===== src/rtl/simt_pkg.sv =====
package simt_pkg;

  typedef enum logic [2:0] {
    OP_IDLE   = 3'd0,
    OP_ALU    = 3'd1,
    OP_PUSH   = 3'd2,
    OP_POP    = 3'd3,
    OP_SETNZ  = 3'd4,
    OP_BRPUSH = 3'd5
  } ctlOp_e;

  typedef enum logic [1:0] {
    MK_KEEP = 2'd0,
    MK_THEN = 2'd1,
    MK_ELSE = 2'd2,
    MK_TOP  = 2'd3
  } maskSel_e;

  typedef enum logic [1:0] {
    PC_HOLD = 2'd0,
    PC_INC  = 2'd1,
    PC_TOP  = 2'd2,
    PC_ELSE = 2'd3
  } pcSel_e;

  typedef struct packed {
    logic [1:0] pushCnt;
    logic       secondThen;
    logic       popOne;
    maskSel_e   maskSel;
    pcSel_e     pcSel;
    logic       setOvf;
    logic       setUnf;
    logic       wrLanes;
  } ctlStrobe_t;

endpackage


===== src/rtl/simt_ctrl.sv =====
module simt_ctrl
  import simt_pkg::*;
#(
  parameter int W           = 8,
  parameter int DEPTH       = 4,
  parameter bit SMALL_FIRST = 1'b1,
  localparam int DW         = $clog2(DEPTH + 1)
) (
  input  logic [2:0]    opCode,
  input  logic [W-1:0]  thenMask,
  input  logic [W-1:0]  elseMask,
  input  logic [DW-1:0] depth,
  output ctlStrobe_t    st
);

  function automatic int unsigned popCount(input logic [W-1:0] v);
    int unsigned n;
    n = 0;
    for (int i = 0; i < W; i++) begin
      if (v[i]) n++;
    end
    return n;
  endfunction

  logic thenAny, elseAny, bothAny, elseFirst;
  logic roomOne, roomTwo, stackEmpty;
  ctlOp_e op;

  assign op         = ctlOp_e'(opCode);
  assign thenAny    = |thenMask;
  assign elseAny    = |elseMask;
  assign bothAny    = thenAny && elseAny;
  assign roomOne    = int'(depth) < DEPTH;
  assign roomTwo    = (int'(depth) + 2) <= DEPTH;
  assign stackEmpty = (depth == '0);

  generate
    if (SMALL_FIRST) begin : gSmallFirst
      assign elseFirst = popCount(elseMask) < popCount(thenMask);
    end else begin : gThenFirst
      assign elseFirst = 1'b0;
    end
  endgenerate

  always_comb begin
    st         = '0;
    st.maskSel = MK_KEEP;
    st.pcSel   = PC_HOLD;
    unique case (op)
      OP_ALU: begin
        st.wrLanes = 1'b1;
        st.pcSel   = PC_INC;
      end
      OP_PUSH: begin
        if (roomOne) begin
          st.pushCnt = 2'd1;
          st.pcSel   = PC_INC;
        end else begin
          st.setOvf = 1'b1;
        end
      end
      OP_POP: begin
        if (!stackEmpty) begin
          st.popOne  = 1'b1;
          st.maskSel = MK_TOP;
          st.pcSel   = PC_TOP;
        end else begin
          st.setUnf = 1'b1;
        end
      end
      OP_SETNZ: begin
        if (thenAny) begin
          st.maskSel = MK_THEN;
          st.pcSel   = PC_INC;
        end else if (!stackEmpty) begin
          st.popOne  = 1'b1;
          st.maskSel = MK_TOP;
          st.pcSel   = PC_TOP;
        end else begin
          st.setUnf = 1'b1;
        end
      end
      OP_BRPUSH: begin
        if (bothAny && !roomTwo) begin
          st.setOvf = 1'b1;
        end else if (!roomOne) begin
          st.setOvf = 1'b1;
        end else if (bothAny) begin
          st.pushCnt = 2'd2;
          if (elseFirst) begin
            st.secondThen = 1'b1;
            st.maskSel    = MK_ELSE;
            st.pcSel      = PC_ELSE;
          end else begin
            st.maskSel = MK_THEN;
            st.pcSel   = PC_INC;
          end
        end else if (thenAny) begin
          st.pushCnt = 2'd1;
          st.maskSel = MK_THEN;
          st.pcSel   = PC_INC;
        end else begin
          st.pushCnt = 2'd1;
          st.maskSel = MK_ELSE;
          st.pcSel   = PC_ELSE;
        end
      end
      default: begin
        st.pcSel = PC_HOLD;
      end
    endcase
  end

endmodule


===== src/rtl/simt_dpath.sv =====
module simt_dpath
  import simt_pkg::*;
#(
  parameter int W         = 8,
  parameter int AW        = 8,
  parameter int DEPTH     = 4,
  parameter int START_PC  = 16,
  localparam int DW       = $clog2(DEPTH + 1)
) (
  input  logic          clk,
  input  logic          rstN,
  input  logic [W-1:0]  laneCond,
  input  logic [AW-1:0] reconvAddr,
  input  logic [AW-1:0] elseAddr,
  input  ctlStrobe_t    st,
  output logic [W-1:0]  execMask,
  output logic [AW-1:0] pc,
  output logic [DW-1:0] depth,
  output logic [W-1:0]  thenMask,
  output logic [W-1:0]  elseMask,
  output logic [W-1:0]  laneWrEn,
  output logic          ovfFlag,
  output logic          unfFlag
);

  logic [W-1:0]  stkMask [DEPTH];
  logic [AW-1:0] stkAddr [DEPTH];
  logic [W-1:0]  topMask;
  logic [AW-1:0] topAddr;
  logic [DW-1:0] topIdx;
  logic [AW-1:0] pcInc;
  logic [W-1:0]  secMask;
  logic [AW-1:0] secAddr;
  logic [W-1:0]  maskNext;
  logic [AW-1:0] pcNext;
  logic [DW-1:0] depthNext;

  assign thenMask = execMask & laneCond;
  assign elseMask = execMask & ~laneCond;
  assign pcInc    = pc + AW'(1);
  assign topIdx   = (depth == '0) ? '0 : depth - DW'(1);
  assign secMask  = st.secondThen ? thenMask : elseMask;
  assign secAddr  = st.secondThen ? pcInc : elseAddr;
  assign laneWrEn = st.wrLanes ? execMask : '0;

  always_comb begin
    topMask = '0;
    topAddr = '0;
    for (int i = 0; i < DEPTH; i++) begin
      if (DW'(i) == topIdx) begin
        topMask = stkMask[i];
        topAddr = stkAddr[i];
      end
    end
  end

  always_comb begin
    unique case (st.maskSel)
      MK_THEN: maskNext = thenMask;
      MK_ELSE: maskNext = elseMask;
      MK_TOP:  maskNext = topMask;
      default: maskNext = execMask;
    endcase
    unique case (st.pcSel)
      PC_INC:  pcNext = pcInc;
      PC_TOP:  pcNext = topAddr;
      PC_ELSE: pcNext = elseAddr;
      default: pcNext = pc;
    endcase
    depthNext = depth + DW'(st.pushCnt) - DW'(st.popOne);
  end

  generate
    for (genvar gi = 0; gi < DEPTH; gi++) begin : gEntry
      always_ff @(posedge clk) begin
        if (!rstN) begin
          stkMask[gi] <= '0;
          stkAddr[gi] <= '0;
        end else if (st.pushCnt != 2'd0 && DW'(gi) == depth) begin
          stkMask[gi] <= execMask;
          stkAddr[gi] <= reconvAddr;
        end else if (st.pushCnt == 2'd2 && DW'(gi) == depth + DW'(1)) begin
          stkMask[gi] <= secMask;
          stkAddr[gi] <= secAddr;
        end
      end
    end
  endgenerate

  always_ff @(posedge clk) begin
    if (!rstN) begin
      execMask <= '1;
      pc       <= AW'(START_PC);
      depth    <= '0;
      ovfFlag  <= 1'b0;
      unfFlag  <= 1'b0;
    end else begin
      execMask <= maskNext;
      pc       <= pcNext;
      depth    <= depthNext;
      if (st.setOvf) ovfFlag <= 1'b1;
      if (st.setUnf) unfFlag <= 1'b1;
    end
  end

endmodule


===== src/rtl/simt_reconv_stack.sv =====
module simt_reconv_stack
  import simt_pkg::*;
#(
  parameter int W           = 8,
  parameter int AW          = 8,
  parameter int DEPTH       = 4,
  parameter int START_PC    = 16,
  parameter bit SMALL_FIRST = 1'b1
) (
  input  logic          clk,
  input  logic          rstN,
  input  logic [2:0]    opCode,
  input  logic [W-1:0]  laneCond,
  input  logic [AW-1:0] reconvAddr,
  input  logic [AW-1:0] elseAddr,
  output logic [W-1:0]  execMask,
  output logic [AW-1:0] pc,
  output logic [W-1:0]  laneWrEn,
  output logic          ovfFlag,
  output logic          unfFlag
);

  localparam int DW = $clog2(DEPTH + 1);

  ctlStrobe_t    strobe;
  logic [DW-1:0] stkDepth;
  logic [W-1:0]  thenMask;
  logic [W-1:0]  elseMask;

  simt_ctrl #(
    .W(W), .DEPTH(DEPTH), .SMALL_FIRST(SMALL_FIRST)
  ) uCtrl (
    .opCode(opCode), .thenMask(thenMask), .elseMask(elseMask),
    .depth(stkDepth), .st(strobe)
  );

  simt_dpath #(
    .W(W), .AW(AW), .DEPTH(DEPTH), .START_PC(START_PC)
  ) uDpath (
    .clk(clk), .rstN(rstN), .laneCond(laneCond),
    .reconvAddr(reconvAddr), .elseAddr(elseAddr), .st(strobe),
    .execMask(execMask), .pc(pc), .depth(stkDepth),
    .thenMask(thenMask), .elseMask(elseMask), .laneWrEn(laneWrEn),
    .ovfFlag(ovfFlag), .unfFlag(unfFlag)
  );

endmodule


===== config.mk =====
export PLATFORM = sky130hd
export DESIGN_NAME = simt_reconv_stack
export DESIGN_NICKNAME = d
export VERILOG_FILES = /design/src/rtl/simt_pkg.sv /design/src/rtl/simt_ctrl.sv /design/src/rtl/simt_dpath.sv /design/src/rtl/simt_reconv_stack.sv
export SDC_FILE = /design/constraint.sdc
export NUM_CORES = 1
export LEC_CHECK = 0
export BUFFER_PORTS_ARGS = -buffer_cell sky130_fd_sc_hd__buf_2
export CAP_MARGIN = 10
export CORE_MARGIN = 8
export CORE_UTILIZATION = 45
export DETAILED_ROUTE_END_ITERATION = 10
export PLACE_DENSITY_LB_ADDON = 0.3
export SYNTH_ARGS = -nofsm -noshare
export SYNTH_HDL_FRONTEND = slang
export SYNTH_SLANG_ARGS = --single-unit

===== constraint.sdc =====
create_clock -name clk -period 6.4 [get_ports clk]
set_clock_uncertainty 0.2 [all_clocks]
set_input_delay 0.32 -clock clk [delete_from_list [all_inputs] [get_ports clk]]
set_output_delay 0.32 -clock clk [all_outputs]
set_load 0.005 [all_outputs]

After elaboration in Yosys (flattened, before gate mapping)
Memories as Yosys holds them, arrays and structs flattened.
Index checks and enable logic that the tools add are counted.
{"block": "op_classes", "reduce_logical": 19, "n_bitwise": 19, "add_sub_neg": 20, "order_cmp": 3, "eq_ne": 21, "n_mux": 101, "n_div": 0, "n_shift": 0, "n_mul": 0}
{"op": "$mux W32", "n": 14}
{"op": "$add A32 B1 Y32 const B", "n": 12}
{"op": "$mux W8", "n": 27}
{"op": "$pmux W8 S3", "n": 2}
{"op": "$mux W1", "n": 41}
{"op": "$le A32 B4 Y1 const B", "n": 1}
{"op": "$lt A32 B32 Y1", "n": 1}
{"op": "$mux W4", "n": 6}
{"op": "$eq A2 B3 Y1 const A", "n": 6}
{"op": "$and A8 B8 Y8", "n": 2}
{"op": "$or A1 B1 Y1", "n": 16}
{"op": "$reduce_or A8 Y1", "n": 2}
{"op": "$eq A2 B2 Y1 const B", "n": 5}
{"op": "$logic_and A1 B1 Y1", "n": 10}
{"op": "$pmux W2 S5", "n": 1}
{"op": "$eq A1 B3 Y1 const A", "n": 3}
{"op": "$logic_not A3 Y1", "n": 3}
{"op": "$mux W3", "n": 3}
{"op": "$add A8 B1 Y8 const B", "n": 1}
{"op": "$not A8 Y8", "n": 1}
{"op": "$eq A3 B2 Y1 const B", "n": 2}
{"op": "$eq A3 B3 Y1 const B", "n": 2}
{"op": "$pmux W1 S2", "n": 3}
{"op": "$pmux W2 S3", "n": 1}
{"op": "15 further kinds", "n": 18}
{"block": "totals", "mem_bits_ro": 0, "latchBits": 0, "regBits": 21, "elab_cells": 190, "ramBits": 64, "output_inout_bits": 26, "n_memories": 2, "inputBits": 29}
{"name": "uDpath.stkAddr", "depth": 4, "width": 8, "rd": 4, "rd_clocked_by_memory_dff": 0, "wr": 4, "line_no": "simt_dpath.sv:27", "text": "logic [AW-1:0] stkAddr [DEPTH];"}
{"name": "uDpath.stkMask", "depth": 4, "width": 8, "rd": 4, "rd_clocked_by_memory_dff": 0, "wr": 4, "line_no": "simt_dpath.sv:26", "text": "logic [W-1:0] stkMask [DEPTH];"}

Longest topological paths before layout
{"block": "depth", "ltp_word": 30, "depth_mapped": 32, "mapped_depth_nobuf": 29}

Cells and area by module
From an unflattened synthesis, not the netlist that was laid out.
{"block": "unflattened", "hier_cells": 728, "hier_area_um2": 6675.2}
{"module": "simt_dpath", "instances": 1, "area_per_inst_um2": 4903.5, "cells_each": 490, "seq_area_each_um2": 2342.2}
{"module": "simt_ctrl", "instances": 1, "area_per_inst_um2": 1771.7, "cells_each": 238, "seq_area_each_um2": 0.0}

Least setup slack after synthesis
OpenSTA, ideal clock, no wires.
{"block": "synth_path", "path_type": "flip-flop to flip-flop", "from": "register uDpath.execMask[0]", "to": "register uDpath.pc[3]", "path_stages_with_launch": 27, "required_time_ps": 6069, "path_slack_ps": 490, "synth_period_minus_slack_ps": 5910, "arrival_ps": 5579, "path_cell_list": "dfxtp_1 -> buf_2 -> nand2_1 -> ha_1 -> or3_1 -> a31oi_1 -> nor2_1 -> ha_1 -> nand2_1 -> o31ai_1 -> ha_1 -> mux2i_1 -> inv_1 -> ha_1 -> and3_1 -> xnor2_1 -> nor2_1 -> nand3_1 -> xnor2_1 -> ha_1 -> a2111oi_0 -> o21ai_0 -> or4_4 -> a211o_1 -> buf_6 -> a221oi_2 -> o22ai_1"}
{"block": "synth_via", "elab_chain_len": 24, "elab_cells_between_ends": 49}
{"element": "from (decl)", "line_no": "simt_dpath.sv:16", "text": "output logic [W-1:0] execMask,"}
{"element": "from (signal assigned)", "line_no": "simt_dpath.sv:98", "text": "execMask <= maskNext;"}
{"element": "$and A8 B8 Y8, on equally long branches", "line_no": "simt_dpath.sv:39, simt_dpath.sv:38"}
{"element": "$mux W1", "line_no": "simt_ctrl.sv:20", "text": "if (v[i]) n++;"}
{"element": "$add A1 B1 Y2", "line_no": "simt_ctrl.sv:20"}
{"element": "$mux W32", "line_no": "simt_ctrl.sv:20"}
{"element": "$add A32 B1 Y32", "line_no": "simt_ctrl.sv:20"}
{"element": "$mux W32", "line_no": "simt_ctrl.sv:20"}
{"element": "$add A32 B1 Y32", "line_no": "simt_ctrl.sv:20"}
{"element": "$mux W32", "line_no": "simt_ctrl.sv:20"}
{"element": "[... 8 more ...]"}
{"element": "$lt A32 B32 Y1", "line_no": "simt_ctrl.sv:39", "text": "assign elseFirst = popCount(elseMask) < popCount(thenMask);"}
{"element": "$mux W4", "line_no": "simt_ctrl.sv:90", "text": "if (elseFirst) begin"}
{"element": "$mux W4", "line_no": "simt_ctrl.sv:88", "text": "end else if (bothAny) begin"}
{"element": "$mux W4", "line_no": "simt_ctrl.sv:86", "text": "end else if (!roomOne) begin"}
{"element": "$mux W4", "line_no": "simt_ctrl.sv:84", "text": "if (bothAny && !roomTwo) begin"}
{"element": "$pmux W2 S5 (*)", "line_no": "simt_ctrl.sv:49", "text": "unique case (op)"}
{"element": "$eq A2 B2 Y1 or $eq A2 B1 Y1 (tied branches)", "line_no": "simt_dpath.sv:64", "text": "unique case (st.pcSel)"}
{"element": "$pmux W8 S3 or $reduce_bool A3 Y1 (tied branches)"}
{"element": "to (signal assigned)", "line_no": "simt_dpath.sv:93", "text": "pc <= AW'(START_PC);"}
{"element": "to (signal assigned)", "line_no": "simt_dpath.sv:99", "text": "pc <= pcNext;"}
{"element": "to (decl)", "line_no": "simt_dpath.sv:17", "text": "output logic [AW-1:0] pc,"}
Mark *: on every way between the ends. The rest lies on a longest branch, timed or not.
A chain may end at the register's enable or synchronous reset.

Worst setup path after layout
Ends and elaborated chain as after synthesis.

==> flow_summary_export.csv <==
group,metric,value,unit
floorplan,core,13900,sq um
power_and_ir_drop,leakage,2.77,nW
placement,port_buffers,54,
timing,finalSetupViolations,0,
routing,wl,20.5,mm
final_layout,mostFrequentLayoutCells,"nand2_1 (102), edfxtp_1 (64), buf_2 (55)",
global_routing,grt_overflow,0,
synth,ys_warn_count,0,
clocking,numCtsBuffers,9,
timing,finalHoldViolations,0,
routing,dr_total_vias,6225,
critical_path,cp_data_required_time,6.40,ns
critical_path,critical_path_class,"reg2reg",
clocking,cts_buffer_depth,2,
placement,place_congestion,0.905,
final_layout,final_common_cell,"nand2_1",
timing,max_freq,162,MHz
synth,syn_area,6420,sq um
critical_path,cp_max_fo,7,
timing,slew_violations,0,
timing,worst_slew_pin_slew,1.04,ns
routing,post-route-drc-count,0,
placement,dp_hpwl,14.3,mm
global_routing,grt_first_pass_wirelength,31.5,mm
global_routing,antenna_found_initial,0,
placement,placedCellCount,936,
placement,pre_cts_ws,-0.135,ns
global_routing,grt_pass1_vias,5983,
timing,setup_ws,0.238,ns
power_and_ir_drop,irDropWorstVdd,0.317,mV
clocking,htreeDepth,3,
floorplan,die-area,18400,sq um
routing,detail_route.iter0.violations,659,
critical_path,r2r_setup_slack,0.24,ns
timing,rsz0062_at_grt,"no",
critical_path,start_kind,"flop",
floorplan,num_io_pins,55,
final_layout,num_antenna_cells,0,
timing,fin_crit_sh,96.3,%
synth,synth-edff-count,64,
timing,min_period,6.16,ns
floorplan,die_y,135,microns
clocking,cts_tree,"built",
critical_path,endpoint_kind,"flop",
routing,wl_per_cell,21.5,microns
routing,antenna_left,0,
routing,viasPerCell,6.52,
synth,ys_seq_area_share,36.5,%
global_routing,grt_usage,21.8,%
run_status,status,"complete, no violations",
clocking,insertion_delay,0.34,ns
synth,avgSynthCellArea,8.92,sq um
floorplan,rows,43,
job,maxCapViolCount,0,
synth,ys_seq_elements,85,
timing,maxSlewHeadroom,30.4,%
synth,ys_async_sr_fraction,0,%
clocking,cts_root_buf,"clkbuf_16",
final_layout,nets,825,
synth,syn-instance-count,720,
final_layout,area_growth,15.8,%
floorplan,floorplan.initialDensity,46.1,%
global_routing,grt_max_degree,49,
synth,synthFlopType,"edfxtp_1",
critical_path,worstPathArrival,6.16,ns
power_and_ir_drop,powerDensity,352,nW/um^2
synth,synth.distinct_cells,81,
final_layout,drive_above_1_share,19.0,%
final_layout,instances_no_fill,955,
clocking,cts_num_sinks,85,
final_layout,fillers,1248,
routing,dr.pass1.iters,5,
floorplan,dieWidth,135,microns
clocking,clk_pin_slew_worst_paths,0.07,ns
min_path,min_path_type,"in2reg",
==> final timing paths <==
check,from,endpoint,depth (start not counted)
max,uDpath.execMask[0],uDpath.pc[3],25
min,laneCond[4],uDpath.execMask[4],3
max reg2reg,uDpath.execMask[0],uDpath.pc[3],25
min reg2reg,uDpath.ovfFlag,uDpath.ovfFlag,2
==> report_power, final <==
| group | leakage [nW] | internal (mW) | switching (mW) |
|---|---|---|---|
| Clock | 0.153 | 0.340 | 0.212 |
| Combinational | 1.78 | 0.526 | 0.803 |
| Sequential | 0.837 | 0.665 | 0.0702 |
==> cell type report <==
class / count / area (sq um) / share of cell area, %
inverters: 24 / 90.1 / 1.21
flip-flops and latches: 85 / 2340 / 31.5
multi-input cells: 568 / 3950 / 53.1
clock buffers: 9 / 225 / 3.03
clock inverters: 7 / 90.1 / 1.21
repair buffers: 82 / 515 / 6.93
well taps: 180 / 225 / 3.03
==> synthesized netlist by cell type (all sizes together), types with 3 or more instances <==
cell	n	area (sq um)
nor2	29	111
or3	11	68.8
o311ai	29	254
or4	3	26.3
and3	7	43.8
o31ai	9	67.6
edfxtp	64	1920
nor2b	19	119
mux2i	10	100
nand3	40	200
nor3b	5	37.5
o21ai	60	300
and2	14	87.6
nor3	16	85.1
buf	17	105
xor2	4	53.8
o211ai	6	50.1
nand4	6	37.5
nand2b	5	31.3
a211oi	3	32.5
nand3b	3	22.5
inv	23	86.3
dfxtp	21	420
xnor3	6	138
nand2	105	399
a2111oi	4	36.3
ha	25	313
a31oi	16	100
a21oi	32	160
a22oi	3	22.5
xnor2	19	174
nor4	4	52.6
clkbuf	30	114
a221oi	34	310
==> registers in the layout (all words and copies together) (netlist names) <==
signal / count
uDpath.depth: 3
uDpath.execMask: 8
uDpath.ovfFlag: 1
uDpath.pc: 8
uDpath.stkAddr: 32
uDpath.stkMask: 32
uDpath.unfFlag: 1
==> metal layers <==
layer,track usage [%],part of all wire (%)
met2,36.2,48
met4,8.95,2.6
met1,27.3,40
met3,3.89,8.6
met5,0,0
==> stage by stage <==
stage	power [mW]	instance area, sq um	util (%)	hold WS, ns	setup TNS (ns)
after floorplan	1.59	6440	-	0.242	0
after global placement	1.89	6950	49.9	0.229	0
after detailed placement	1.93	6950	49.9	0.243	-2.09
after CTS	2.49	7270	52.2	0.0709	0
after global routing	2.76	7440	53.4	0.0760	0
final	2.62	7440	53.4	0.0734	0
==> timing repair <==
item	in CTS	in global routing
endpoints found under the setup margin	32	79
hold buffers	0	0
cloned	0	0
pin swaps	1	5
resized for setup	4	27
buffers inserted	0	2
==> logic make-up after synthesis <==
kind of cell,share of synthesized area [%]
AO/OA/AOI/OAI,23.5
AND/OR/NAND/NOR,22.5
buffers and inverters,4.81
multiplexers,1.73
adder cells (fa/ha/maj),5.18
flip-flops,36.5
other,0.117
XOR/XNOR,5.69
==> critical path, stage by stage, from the launching register on <==
cell and delay (ns):
dfxtp_2 0.38, and2b_1 0.15, inv_1 0.09, ha_4 0.31, a21oi_1 0.05, a311o_1 0.34, nand3_1 0.12, inv_1 0.07
ha_1 0.31, nand2_1 0.08, o21ai_0 0.11, ha_1 0.23, nand2_1 0.07, xnor3_1 0.52, nor4b_4 0.34, xnor2_2 0.20
a31o_2 0.21, o2111ai_1 0.15, ha_1 0.24, a21o_1 0.15, a21oi_1 0.22, o21ai_2 0.10, or4_4 0.58, a211o_4 0.41
a221oi_2 0.26, o22ai_1 0.11
Power figures use the tool's default switching activity.
